$ cat src/rtl/lfsr_par_pkg.sv
package lfsr_par_pkg;

  localparam int MAXK = 64;

  // Mask over the K state bits that produces sample c(n+d), computed by
  // running the recurrence symbolically d times.
  function automatic logic [MAXK-1:0] shift_mask(input logic [MAXK-1:0] poly,
                                                 input int k, input int d);
    logic [MAXK-1:0] win [MAXK];
    logic [MAXK-1:0] fb;
    for (int i = 0; i < MAXK; i++) win[i] = (i < k) ? (64'd1 << i) : '0;
    for (int t = 0; t < d; t++) begin
      fb = '0;
      for (int i = 0; i < k; i++) if (poly[i]) fb ^= win[i];
      for (int i = 0; i < k - 1; i++) win[i] = win[i+1];
      win[k-1] = fb;
    end
    return win[0];
  endfunction

endpackage

$ cat src/rtl/lfsr_mask_net.sv
module lfsr_mask_net #(
  parameter int K = 25,
  parameter int ROWS = 6,
  parameter int BASE = 0,
  parameter logic [K-1:0] POLY = 25'h0000009
) (
  input  logic [K-1:0]    st,
  output logic [ROWS-1:0] bits
);
  import lfsr_par_pkg::*;

  // Row r produces sample c(n + BASE + r) as an XOR over selected state bits
  for (genvar r = 0; r < ROWS; r++) begin : g_row
    localparam logic [MAXK-1:0] MK = shift_mask(64'(POLY), K, BASE + r);
    assign bits[r] = ^(st & MK[K-1:0]);
  end
endmodule

$ cat src/rtl/lfsr_par_gen.sv
module lfsr_par_gen #(
  parameter int K = 25,
  parameter int M = 6,
  parameter logic [K-1:0] POLY = 25'h0000009,
  parameter logic [K-1:0] RST_SEED = 25'h0000001
) (
  input  logic         clk,
  input  logic         rst,
  input  logic         seed_ld,
  input  logic [K-1:0] seed,
  input  logic         adv,
  output logic [M-1:0] dout
);
  logic [K-1:0] state_q;
  logic [K-1:0] state_d;
  logic [K-1:0] jump;
  logic [M-1:0] word_d;

  // Next state after M steps: rows of the companion matrix to the power M
  lfsr_mask_net #(.K(K), .ROWS(K), .BASE(M), .POLY(POLY)) u_jump (
    .st(state_q), .bits(jump)
  );

  // Reset, then load, then advance, otherwise hold
  always_comb begin
    if (rst)          state_d = RST_SEED;
    else if (seed_ld) state_d = seed;
    else if (adv)     state_d = jump;
    else              state_d = state_q;
  end

  // Output rows: samples 0..M-1 of the window held in the next state
  lfsr_mask_net #(.K(K), .ROWS(M), .BASE(0), .POLY(POLY)) u_out (
    .st(state_d), .bits(word_d)
  );

  always_ff @(posedge clk) begin
    state_q <= state_d;
    dout    <= word_d;
  end
endmodule

$ cat config.mk
export PLATFORM = sky130hd
export DESIGN_NAME = lfsr_par_gen
export DESIGN_NICKNAME = d
export VERILOG_FILES = /design/src/rtl/lfsr_par_pkg.sv /design/src/rtl/lfsr_mask_net.sv /design/src/rtl/lfsr_par_gen.sv
export SDC_FILE = /design/constraint.sdc
export NUM_CORES = 1
export LEC_CHECK = 0
export CORE_MARGIN = 1
export CORE_UTILIZATION = 45
export DETAILED_ROUTE_END_ITERATION = 16
export PLACE_DENSITY_LB_ADDON = 0.3
export SLEW_MARGIN = 20
export SYNTH_ARGS = -nofsm -noshare
export SYNTH_HDL_FRONTEND = slang
export SYNTH_HIERARCHICAL = 1
export SYNTH_SLANG_ARGS = --single-unit
$ cat constraint.sdc
create_clock -name clk -period 1 [get_ports clk]
set_input_delay 0.1 -clock clk [delete_from_list [all_inputs] [get_ports clk]]
set_output_delay 0.1 -clock clk [all_outputs]
set_load 0.03 [all_outputs]
==> impl_metrics.json <==
{
  "clk_transition_reported_paths_ns": 0.09,
  "p_total_mw": 2.60,
  "async_flop_share_pct": 0,
  "grt_usage_pct": 17.6,
  "fp.coreArea_mm2": 0.00315,
  "period_share_pct": 95.5,
  "area_growth_pct": 21.6,
  "cts_root_buf": "clkbuf_4",
  "ant_nets": 0,
  "drv_slew": 0,
  "grt_overflow": 0,
  "critPathMaxFanout": 3,
  "wl_per_cell_um": 13.9,
  "fin_skew_ns": 0.00559,
  "grt_first_pass_wirelength_mm": 4.57,
  "yosys.area.top_type": "dfxtp_1",
  "num_vias": 1041,
  "netlist_area_mm2": 0.00156,
  "syn_inst": 149,
  "synth_top_area_share_pct": 39.9,
  "num-fill-cells": 282,
  "design_area_mm2": 0.00189,
  "start_util_pct": 49.3,
  "grt_max_degree": 26,
  "synth.avg_cell_area_um2": 10.4,
  "hold_viol_final": 0,
  "worstHoldPathType": "in -> reg",
  "holdWs_ns": 0.366,
  "io_pins": 35,
  "drv_cap": 0,
  "required_ns": 1.24,
  "clockBufferDepth": 2,
  "dr.pass1.iters": 4,
  "yosysSeqAreaShare_pct": 39.9,
  "max-vdd-ir-drop_uv": 586,
  "setup_viol": 0,
  "arrival_ns": 1.19,
  "synthTopCellsByArea": "dfxtp_1 (40%), mux2i_1 (16%), buf_4 (13%)",
  "fin_nets": 194,
  "dp_hpwl_mm": 2.07,
  "crit_type": "reg -> reg",
  "via_per_inst": 4.96,
  "grt_pass1_vias": 1020,
  "fp.dieW_um": 60.8,
  "fin_crit_ns": 0.955,
  "synth_commonest_cells": "dfxtp_1 (31), buf_4 (26), mux2i_1 (25), nor2b_1 (24), a211oi_1 (22)",
  "setup_tns_ns": 0,
  "place.gp.congestion": 0.745,
  "cts_sinks": 31,
  "antenna-diode-count": 0,
  "routed_wl_mm": 2.92,
  "ys_ff_latch": 31,
  "drt_iter0_drc": 32,
  "slew_headroom_pct": 82.1,
  "endpoint_kind": "register",
  "h-tree-depth": 2,
  "power_density_mw_per_mm2": 1380,
  "synth_edf_count": 0,
  "worst_pin_slew_ns": 0.267,
  "status": "finished clean",
  "post_dp_cell_area_mm2": 0.00177,
  "drive_gt1_share_pct": 22.3,
  "port_buffers": 34,
  "yosysWarningCount": 6,
  "p_leak_nw": 0.783,
  "multi_input_area_um2": 694,
  "syn-num-nets": 178,
  "synth_most_common_cell": "dfxtp_1",
  "cts_buffers": 5,
  "ys_types": 15,
  "cts_hold_buf": 0,
  "rows": 20,
  "drc": 0,
  "clk_latency_ns": 0.33,
  "fmax_mhz": 1050,
  "synth_ff_type": "dfxtp_1",
  "regArea_um2": 629,
  "start_kind": "register",
  "antenna_found_initial": 0,
  "cts_tree": "built",
  "die_h_um": 60.8,
  "dieArea_mm2": 0.00370
}
worst max-delay path, stage by stage (launching register included):
cell	delay [ns]
dfxtp_2	0.38
xor2_1	0.15
mux2i_1	0.09
a211oi_1	0.25
flip-flops by register name (all words and copies together) (netlist names):
register	flops
dout	6
state_q	25
area by class of cell:
| type | count | area share [%] |
|---|---|---|
| tap | 44 | 2.91 |
| clock buffer | 7 | 2.38 |
| sequential | 31 | 33.3 |
| clock inverter | 1 | 0.265 |
| timing repair buffer | 44 | 24.2 |
| multi-input combinational | 82 | 36.7 |
| inverter | 1 | 0.199 |
cells by family (layout without fill, tap and decap cells):
| logic type | count (synthesis) | count (layout) | share of synthesized area (%) |
|---|---|---|---|
| buffers and inverters | 36 | 53 | 17.7 |
| AND/OR/NAND/NOR | 26 | 26 | 10.4 |
| XOR/XNOR | 6 | 6 | 3.38 |
| AO/OA/AOI/OAI | 25 | 25 | 12.5 |
| flip-flops | 31 | 31 | 39.9 |
| multiplexers | 25 | 25 | 16.1 |
power by group:
group          switching, mW  internal (mW)
clock network          0.409          0.273
registers             0.0608           1.34
logic                  0.225          0.300
layer usage:
| layer | vias up | GRT usage (%) | part of all wire [%] |
|---|---|---|---|
| met1 | 486 | 21.6 | 47 |
| met4 | 0 | 5.84 | 1.2 |
| li1 | 522 | - | - |
| met3 | 4 | 7.04 | 6.0 |
| met5 | - | 0 | 0 |
| met2 | 29 | 28.1 | 46 |
metrics by stage:
step           cells  setup slack, ns  util (%)
4_1_cts          209           0.0135      58.1
5_1_grt          210         -0.00289      60.0
2_1_floorplan    149           0.0608         -
3_3_place_gp     201           -0.274      56.1
3_5_place_dp     201           -0.381      56.1
6_report         210           0.0454      60.0
worst paths after layout:
kind / start / end / slack, ns / depth (start not counted)
max: state_q[3]$_DFF_P_ / state_q[19]$_DFF_P_ / 0.05 / 3
min reg2reg: state_q[9]$_DFF_P_ / state_q[9]$_DFF_P_ / 0.56 / 2
max reg2reg: state_q[3]$_DFF_P_ / state_q[19]$_DFF_P_ / 0.05 / 3
min: seed[22] / state_q[22]$_DFF_P_ / 0.37 / 3
cells in the final DEF (no fill, tap or decap), drive strengths merged, types with 6 or more instances in the layout:
| cell | netlist | final |
|---|---|---|
| xor2 | 6 | 6 |
| dfxtp | 31 | 31 |
| a211oi | 24 | 24 |
| buf | 31 | 15 |
| clkdlybuf4s50 | 0 | 27 |
| mux2i | 25 | 25 |
| nor2b | 24 | 24 |
| clkbuf | 4 | 8 |
what timing repair did:
| item | in CTS | in global routing |
|---|---|---|
| setup endpoints to repair | 6 | 13 |
| gates cloned | 0 | 1 |
| pin swaps | 2 | 3 |
| buffers inserted | 0 | 0 |
| gates resized for setup | 4 | 10 |
Note: power is estimated with default switching activity, not from simulation.
